File: config.mk
export PLATFORM = sky130hd
export DESIGN_NAME = modem_scan
export DESIGN_NICKNAME = d
export VERILOG_FILES = /design/src/rtl/modem_scan.sv
export SDC_FILE = /design/constraint.sdc
export NUM_CORES = 1
export LEC_CHECK = 0
export BUFFER_PORTS_ARGS = -buffer_cell sky130_fd_sc_hd__buf_2
export CORE_ASPECT_RATIO = 2
export CORE_MARGIN = 8
export CORE_UTILIZATION = 37
export DETAILED_ROUTE_END_ITERATION = 12
export GPL_ROUTABILITY_DRIVEN = 0
export GPL_TIMING_DRIVEN = 1
export MAX_ROUTING_LAYER = met4
export PLACE_DENSITY = 0.63
export SYNTH_ARGS = -nofsm -noshare
export SYNTH_HDL_FRONTEND = slang
export SYNTH_SLANG_ARGS = --single-unit
File: constraint.sdc
create_clock -name clk -period 2.9 [get_ports clk]
set_input_delay 0.87 -clock clk [delete_from_list [all_inputs] [get_ports clk]]
set_output_delay 0.87 -clock clk [all_outputs]
set_load 0.02 [all_outputs]
File: src/rtl/modem_scan.sv
module modem_scan #(
  parameter int LINES = 16,
  parameter int DWELL = 4,
  parameter int DRAIN = 2
) (
  input  logic             clk,
  input  logic             rst_n,
  input  logic             reg_wr,
  input  logic             reg_sel,
  input  logic [15:0]      reg_wdata,
  output logic [15:0]      reg_rdata,
  input  logic [LINES-1:0] st_car,
  input  logic [LINES-1:0] st_cts,
  input  logic [LINES-1:0] st_sr,
  input  logic [LINES-1:0] st_ring,
  output logic [LINES-1:0] ctl_le,
  output logic [LINES-1:0] ctl_dtr,
  output logic [LINES-1:0] ctl_rts,
  output logic [LINES-1:0] ctl_st,
  output logic             irq
);
  localparam int LW = (LINES > 1) ? $clog2(LINES) : 1;
  localparam int PW = (DWELL > 1) ? $clog2(DWELL) : 1;
  localparam int DW = $clog2(DRAIN + 1);
  localparam logic [LW-1:0] LAST  = LW'(LINES - 1);
  localparam logic [PW-1:0] PLAST = PW'(DWELL - 1);

  logic [3:0]       flag_q;
  logic             done_q, ie_q, se_q, mnt_q;
  logic [LW-1:0]    line_q;
  logic [PW-1:0]    ph_q;
  logic [DW-1:0]    drain_q;
  logic [LINES-1:0] le_q, dtr_q, rts_q, st_q;
  logic [LINES-1:0] seen_car, seen_cts, seen_sr, seen_ring;

  function automatic logic [LW-1:0] nxt(input logic [LW-1:0] l);
    return (l == LAST) ? '0 : l + 1'b1;
  endfunction

  wire [LINES-1:0] eff_car  = mnt_q ? dtr_q : st_car;
  wire [LINES-1:0] eff_cts  = mnt_q ? rts_q : st_cts;
  wire [LINES-1:0] eff_sr   = mnt_q ? st_q  : st_sr;
  wire [LINES-1:0] eff_ring = mnt_q ? le_q  : st_ring;

  wire [3:0] cur  = {eff_ring[line_q], eff_car[line_q], eff_cts[line_q], eff_sr[line_q]};
  wire [3:0] old  = {seen_ring[line_q], seen_car[line_q], seen_cts[line_q], seen_sr[line_q]};
  wire [3:0] diff = cur ^ old;

  wire csr_wr = reg_wr & ~reg_sel;
  wire ls_wr  = reg_wr & reg_sel;
  wire run    = se_q & ~done_q;
  wire cmp    = run & (ph_q == PLAST);
  wire hit    = cmp & (|diff) & ~csr_wr;
  wire adv    = cmp & ~(|diff) & ~csr_wr;
  wire busy   = run | (drain_q != '0);

  logic unused_bits;
  assign unused_bits = reg_wdata[4];

  always_ff @(posedge clk or negedge rst_n) begin
    if (!rst_n) begin
      flag_q  <= '0;
      done_q  <= 1'b0;
      ie_q    <= 1'b0;
      se_q    <= 1'b0;
      mnt_q   <= 1'b0;
      line_q  <= '0;
      ph_q    <= '0;
      drain_q <= '0;
    end else if (csr_wr) begin
      flag_q  <= reg_wdata[15:12];
      mnt_q   <= reg_wdata[9];
      done_q  <= reg_wdata[7];
      ie_q    <= reg_wdata[6];
      se_q    <= reg_wdata[5];
      line_q  <= reg_wdata[8] ? nxt(reg_wdata[LW-1:0]) : reg_wdata[LW-1:0];
      ph_q    <= '0;
      drain_q <= (run && !reg_wdata[5]) ? DW'(DRAIN) : '0;
    end else begin
      if (drain_q != '0) drain_q <= drain_q - 1'b1;
      if (run) begin
        if (hit) begin
          done_q <= 1'b1;
          flag_q <= flag_q | diff;
          ph_q   <= '0;
        end else if (adv) begin
          line_q <= nxt(line_q);
          ph_q   <= '0;
        end else begin
          ph_q <= ph_q + 1'b1;
        end
      end
    end
  end

  always_ff @(posedge clk or negedge rst_n) begin
    if (!rst_n) begin
      seen_car  <= '0;
      seen_cts  <= '0;
      seen_sr   <= '0;
      seen_ring <= '0;
    end else if (csr_wr && reg_wdata[11]) begin
      seen_car  <= '0;
      seen_cts  <= '0;
      seen_sr   <= '0;
      seen_ring <= '0;
    end else if (hit) begin
      seen_ring[line_q] <= cur[3];
      seen_car[line_q]  <= cur[2];
      seen_cts[line_q]  <= cur[1];
      seen_sr[line_q]   <= cur[0];
    end
  end

  always_ff @(posedge clk or negedge rst_n) begin
    if (!rst_n) begin
      le_q  <= '0;
      dtr_q <= '0;
      rts_q <= '0;
      st_q  <= '0;
    end else if (csr_wr && reg_wdata[10]) begin
      le_q  <= '0;
      dtr_q <= '0;
      rts_q <= '0;
      st_q  <= '0;
    end else if (ls_wr && !busy) begin
      le_q[line_q]  <= reg_wdata[0];
      dtr_q[line_q] <= reg_wdata[1];
      rts_q[line_q] <= reg_wdata[2];
      st_q[line_q]  <= reg_wdata[3];
    end
  end

  wire [15:0] csr_rd = {flag_q, 2'b00, mnt_q, 1'b0, done_q, ie_q, se_q, busy, 4'(line_q)};
  wire [15:0] ls_rd  = {8'h00, eff_ring[line_q], eff_car[line_q], eff_cts[line_q], eff_sr[line_q],
                        st_q[line_q], rts_q[line_q], dtr_q[line_q], le_q[line_q]};

  assign reg_rdata = reg_sel ? ls_rd : csr_rd;
  assign irq       = done_q & ie_q;
  assign ctl_le    = le_q;
  assign ctl_dtr   = dtr_q;
  assign ctl_rts   = rts_q;
  assign ctl_st    = st_q;

  a_r3_advance: assert property (@(posedge clk) disable iff (!rst_n)
    adv |=> (line_q == nxt($past(line_q)) && ph_q == '0 && !done_q));

  a_r4_hit_sets_done: assert property (@(posedge clk) disable iff (!rst_n)
    hit |=> (done_q && flag_q != 4'b0000 && line_q == $past(line_q)));

  a_r4_parked: assert property (@(posedge clk) disable iff (!rst_n)
    (done_q && !csr_wr) |=> (done_q && $stable(line_q) && $stable(flag_q)));

  a_r6_drain_counts: assert property (@(posedge clk) disable iff (!rst_n)
    (drain_q != '0 && !csr_wr) |=> (drain_q == $past(drain_q) - DW'(1)));

  a_r8_locked: assert property (@(posedge clk) disable iff (!rst_n)
    (busy && !(csr_wr && reg_wdata[10])) |=>
      ($stable(le_q) && $stable(dtr_q) && $stable(rts_q) && $stable(st_q)));

  a_r9_clear_mux: assert property (@(posedge clk) disable iff (!rst_n)
    (csr_wr && reg_wdata[10]) |=> (le_q == '0 && dtr_q == '0 && rts_q == '0 && st_q == '0));

  a_r12_write_wins: assert property (@(posedge clk) disable iff (!rst_n)
    (cmp && csr_wr) |=> (done_q == $past(reg_wdata[7]) && $stable(seen_car) && $stable(seen_ring)));
endmodule

### Yosys cells after proc, flatten, opt, wreduce, memory -nomap -nowiden

Cells that the tools add are included.

* register bits after elaboration: 144
* input port bits: 84
* output and inout bits: 81
* logic and storage cells: 134

* add/subtract/negate cells: 4
* $lt $le $gt $ge: 2
* equal/unequal tests: 4
* mux-type cells: 75
* bitwise operators: 16
* reductions and logical operators: 17

Operator list (number)
* 2-to-1 mux 16 bit: 21
* bitwise mux 16 bit: 8
* binary-select mux 1 bit (select 4 bit): 12
* 2-to-1 mux 4 bit: 10
* 2-to-1 mux 1 bit: 16
* 2-to-1 mux 2 bit: 7
* nonzero test 2 bit: 7
* AND 1 bit: 9
* adder 4 x 1 -> 4 bit (second input constant): 2
* equality test 4 bit (second input constant): 2
* logical AND 1 bit: 5
* less-than comparator 4 x 5 -> 1 bit (second input constant): 1
* demux 1 bit (select 4 bit): 1
* >= comparator 4 x 1 -> 1 bit (second input constant): 1
* NOT 1 bit: 4
* bitwise OR 4 bit: 1
* OR reduction 4 bit: 1
* XOR 4 bit: 1
* AND reduction 3 bit: 1
* adder 2 x 1 -> 2 bit (second input constant): 1
* equality test 2 bit (second input constant): 1
* zero test 1 bit: 2
* != test 2 bit (second input constant): 1
* AND reduction 2 bit: 1
* 2 further kinds: 2

### Logic depth before layout (Yosys ltp)

* depth in word-level cells: 12
* mapped depth: 13
* depth with buffers taken out: 8

### Worst setup path before layout

Ideal clock, no wire load.

* kind: register -> output
* start point: register line_q[0]
* end point: output reg_rdata[2]
* arrival time: 2.328 ns
* required time: 2.030 ns
* slack: -0.298 ns
* cell stages (with the launch flop): 8
* path buffers: 3
* path through: dfrtp_1 > buf_6 > buf_4 > buf_1 > mux4_2 > nor2b_1 > nor2_1 > a41oi_1

* cells in the longest elaborated chain, start to end: 3

Ends and longest elaborated chain
* start: declaration: line 30 `logic [LW-1:0] line_q;`
* start signal: assignment: line 76 `line_q <= reg_wdata[8] ? nxt(reg_wdata[LW-1:0]) : reg_wdata[LW-1:0];`
* start signal: assignment: line 87 `line_q <= nxt(line_q);`
* binary-select mux 1 bit (select 4 bit): line 136 `st_q[line_q], rts_q[line_q], dtr_q[line_q], le_q[line_q]};`
* 2-to-1 mux 1 bit (not written as such): line 136
* 2-to-1 mux 16 bit: line 138 `assign reg_rdata = reg_sel ? ls_rd : csr_rd;`
* end: declaration: line 11 `output logic [15:0] reg_rdata,`

No other way between the ends. The select of a mux whose other input is x is not followed.

### Final worst setup path

* start point: register line_q[0]
* end point: register seen_sr[11]

* cells in the longest elaborated chain, start to end: 7

Ends and longest elaborated chain
* less-than comparator 4 x 5 -> 1 bit (not written as such) (tied with other cells): line 111 `seen_sr[line_q] <= cur[0];`
* logical AND 1 bit (not written as such) (tied with other cells): line 111
* 2-to-1 mux 1 bit (not written as such) or XOR 4 bit (tied branches): line 111, 47
* demux 1 bit (select 4 bit) or OR reduction 4 bit (tied branches): line 111, 53
* bitwise mux 16 bit or AND 1 bit (tied branches): line 111, 53
* 2-to-1 mux 16 bit or AND 1 bit (tied branches): line 107, 53
* 2-to-1 mux 16 bit or nonzero test 2 bit (tied branches)
* end signal: indexed assignment: line 111
* end: declaration: line 34 `logic [LINES-1:0] seen_car, seen_cts, seen_sr, seen_ring;`

Parallel ways exist; a longest one is shown, timed or not. The select of a mux whose other input is x is not followed.
A chain may end at the register's enable or synchronous reset.

==> summary.md <==
| Metric | Value |
|---|---|
| Worst IR Drop VDD | `between 0.4 and 0.5 mV` |
| Final nets | `roughly 1200` |
| I/O pins | `about 170` |
| Internal | `~5.8 mW` |
| Initial core utilization | `0.374` |
| Type of origin of the critical path | `register` |
| Comb power frac | `0.448` |
| Antenna viol nets, final | `0` |
| Setup WS pre-CTS | `-0.386 ns` |
| Final WS setup | `-0.553 ns` |
| Part of the power in registers | `0.288` |
| Max-capacitance violation count | `0` |
| RSZ-0062 raised after global routing | `yes` |
| Vias in the first global route | `slightly below 9000` |
| Prevailing post-synth register cell | `dfrtp_1` |
| Antenna violations before repair | `2` |
| Worst hold slack | `around 0.36 ns` |
| Most common cell after layout, fill and taps aside | `buf_2` |
| Die Wd | `between 100 and 150 um` |
| Final setup vio count | `slightly below 80` |
| H-tree levels | `4` |
| PD cells | `between 700 and 800 mW/mm^2` |
| Seq/Total Area, Yosys | `0.425` |
| Vias | `approximately 8400` |
| DR vias/cell | `between 5 and 6` |
| First-pass GRT wire length | `between 50000 and 60000 um` |
| CTS Buffer Depth | `2` |
| DRC | `0` |
| Synthesized flop and latch total | `between 100 and 150` |
| TritonRoute pass-1 iters | `13` |
| Worst setup EP type | `register` |
| Switching Power | `about 3.3 mW` |
| Number of synthesized flops with an enable pin | `0` |
| Failing checks | `setup timing` |
| Num CTS Buffers | `17` |
| Switching share of power | `0.362` |
| Distinct cells, synth | `55` |
| Clock sink count | `around 140` |
| Most frequent cells in the layout | `buf_2, dfrtp_1, buf_4` |
| Hold buffers post-CTS | `0` |
| Wire per inst | `about 24 um` |
| Die Y | `230 um` |
| Clock root cell | `clkbuf_16` |
| Setup TNS | `-36.83 ns` |
| Largest net degree at the start of global routing | `65` |
| Max Fclk | `approximately 290 MHz` |
| Hold Crit Class | `in -> async` |
| Endpoints failing hold | `0` |
| Slew margin rel. | `0.624` |
| Yosys warns | `0` |
| Synthesized area | `0.00847 mm^2` |
| Post-Syn Area per Cell | `just under 10 um^2` |
| Static Leak | `5.42 nW` |
| Worst slew pin tran | `about 0.56 ns` |
| Tmin final | `3.45 ns` |
| CTS tree | `yes` |
| DR iter-0 viols | `454` |
| Final WL | `around 35000 um` |
| Placed cell area | `about 0.011 mm^2` |
| Die area | `0.0283 mm^2` |
| Final period utilization | `1.19` |
| Row cnt | `~80` |
| Fin area | `0.0122 mm^2` |
| Asr flop ratio synth | `1.00` |
| Area Growth Syn to Fin | `44.2%` |
| Worst-Skew Late Latency | `0.44 ns` |
| Crit path kind | `reg -> reg` |
| Final HPWL DP | `between 20000 and 30000 um` |
| Fill count | `approximately 2000` |
| GRT overflow | `0` |
| Critical path required time | `3.23 ns` |
| Final slew viol count | `0` |
| Core footprint | `around 0.023 mm^2` |
| Cells after Synth | `roughly 850` |
| Clock share of power | `0.264` |
| Crit path DAT | `around 3.8 ns` |
| Result of the run | `finished, violations left` |
| Global Route Usage Sum | `0.249` |
| Clock slew at reported path FFs | `roughly 0.070 ns` |
| Layout cells sized above 1 | `0.436` |
| Skew final | `roughly 0.013 ns` |
| CP max FO | `8` |
| I/O Buffers | `between 150 and 200` |
[power by group through the flow]
stage	clock, mW	combinational, mW	sequential [mW]
floorplan	0	1.84	2.59
CTS	2.43	3.65	2.60
detailed placement	0	3.25	2.61
global route	2.51	4.27	2.65
finish	2.41	4.08	2.62
global placement	0	3.20	2.60
[final timing paths]
path,depth (start not counted),end,from,slack [ns]
max in group asynchronous,2,ctl_dtr[13]$_DFFE_PN0P_,rst_n,1.90
min,1,ctl_rts[6]$_DFFE_PN0P_,rst_n,0.36
min in group clk,1,seen_car[8]$_DFFE_PN0P_,seen_car[8]$_DFFE_PN0P_,0.49
max reg2reg,10,seen_sr[11]$_DFFE_PN0P_,line_q[0]$_DFFE_PN0P_,-0.55
min reg2reg,1,seen_car[8]$_DFFE_PN0P_,seen_car[8]$_DFFE_PN0P_,0.49
max,10,seen_sr[11]$_DFFE_PN0P_,line_q[0]$_DFFE_PN0P_,-0.55
[worst max-delay path, cell delays in order (launching register included)]
cell and delay [ns]:
dfrtp_2 0.44, buf_12 0.14, buf_4 0.13, buf_12 0.13, mux4_2 0.48, mux4_2 0.56, or3_4 0.38, a22o_4 0.30
o311ai_4 0.44, clkbuf_16 0.26, o2bb2ai_2 0.07
[logic make-up (layout without fill, tap and decap cells)]
group	after synthesis	after routing	share of synthesized area
AOI/OAI and AO/OA	299	299	0.242
xor gates and xnor gates	5	5	0.00694
adders and majority gates	7	7	0.0103
buffers and inverters	88	374	0.0487
DFF	144	144	0.425
muxes	90	90	0.156
other	1	5	0.000443
and+or+nand+nor	218	218	0.110
[layer usage]
| metal | vias to the layer above | routed length (um) | global-route usage |
|---|---|---|---|
| met5 | - | 0 | - |
| met4 | 0 | 3200 | 0.208 |
| met3 | 158 | 1450 | 0.0363 |
| met2 | 378 | 19000 | 0.436 |
| met1 | 4168 | 11000 | 0.230 |
| li1 | 3710 | - | - |
[flip-flops by register name, indices dropped and copies added (netlist names), 2 cells and up]
signal and cells:
flag_q 4, ctl_le 16, ctl_st 16, ctl_rts 16
drain_q 2, seen_sr 16, seen_car 16, line_q 4
ctl_dtr 16, ph_q 2, seen_ring 16, seen_cts 16
[cells in the mapped netlist (all sizes together) (6+ instances only)]
library cell,n,area (um^2)
dfrtp,144,3600
nand2,129,487
a21oi,95,475
o21ai,69,345
o2bb2ai,56,490
mux2i,51,510
clkbuf,47,176
nor2,40,150
mux4,33,743
buf,29,191
a22oi,21,158
o31ai,17,234
nor2b,14,87.6
nand3,13,65.1
o22ai,12,75.1
inv,11,41.3
ha,7,87.6
mux2,6,67.6
[cell type report]
| class | count | area, um^2 | area share |
|---|---|---|---|
| well taps | 280 | 350 | 0.0287 |
| multi-input cells | 622 | 5030 | 0.412 |
| flip-flops and latches | 144 | 3610 | 0.295 |
| clock inverters | 8 | 154 | 0.0126 |
| clock buffers | 22 | 484 | 0.0396 |
| diodes | 2 | 5.00 | 0.000410 |
| inverters | 12 | 45.0 | 0.00369 |
| repair buffers | 332 | 2540 | 0.208 |
[through the flow]
| step | utilization | total power, mW | cells |
|---|---|---|---|
| detailed placement | 0.469 | 5.87 | 1364 |
| global route | 0.540 | 9.44 | 1422 |
| finish | 0.540 | 9.10 | 1422 |
| global placement | 0.469 | 5.80 | 1364 |
| floorplan | - | 4.43 | 854 |
| CTS | 0.516 | 8.68 | 1410 |
[what timing repair did]
action                                 in CTS  in global routing
gates cloned                                1                  2
endpoints found under the hold margin       0                  0
pin swaps                                  13                 26
buffers inserted                           15                 10
gates resized for setup                    64                 76
setup endpoints to repair                  76                 77
(Power assumes the default switching activity.)
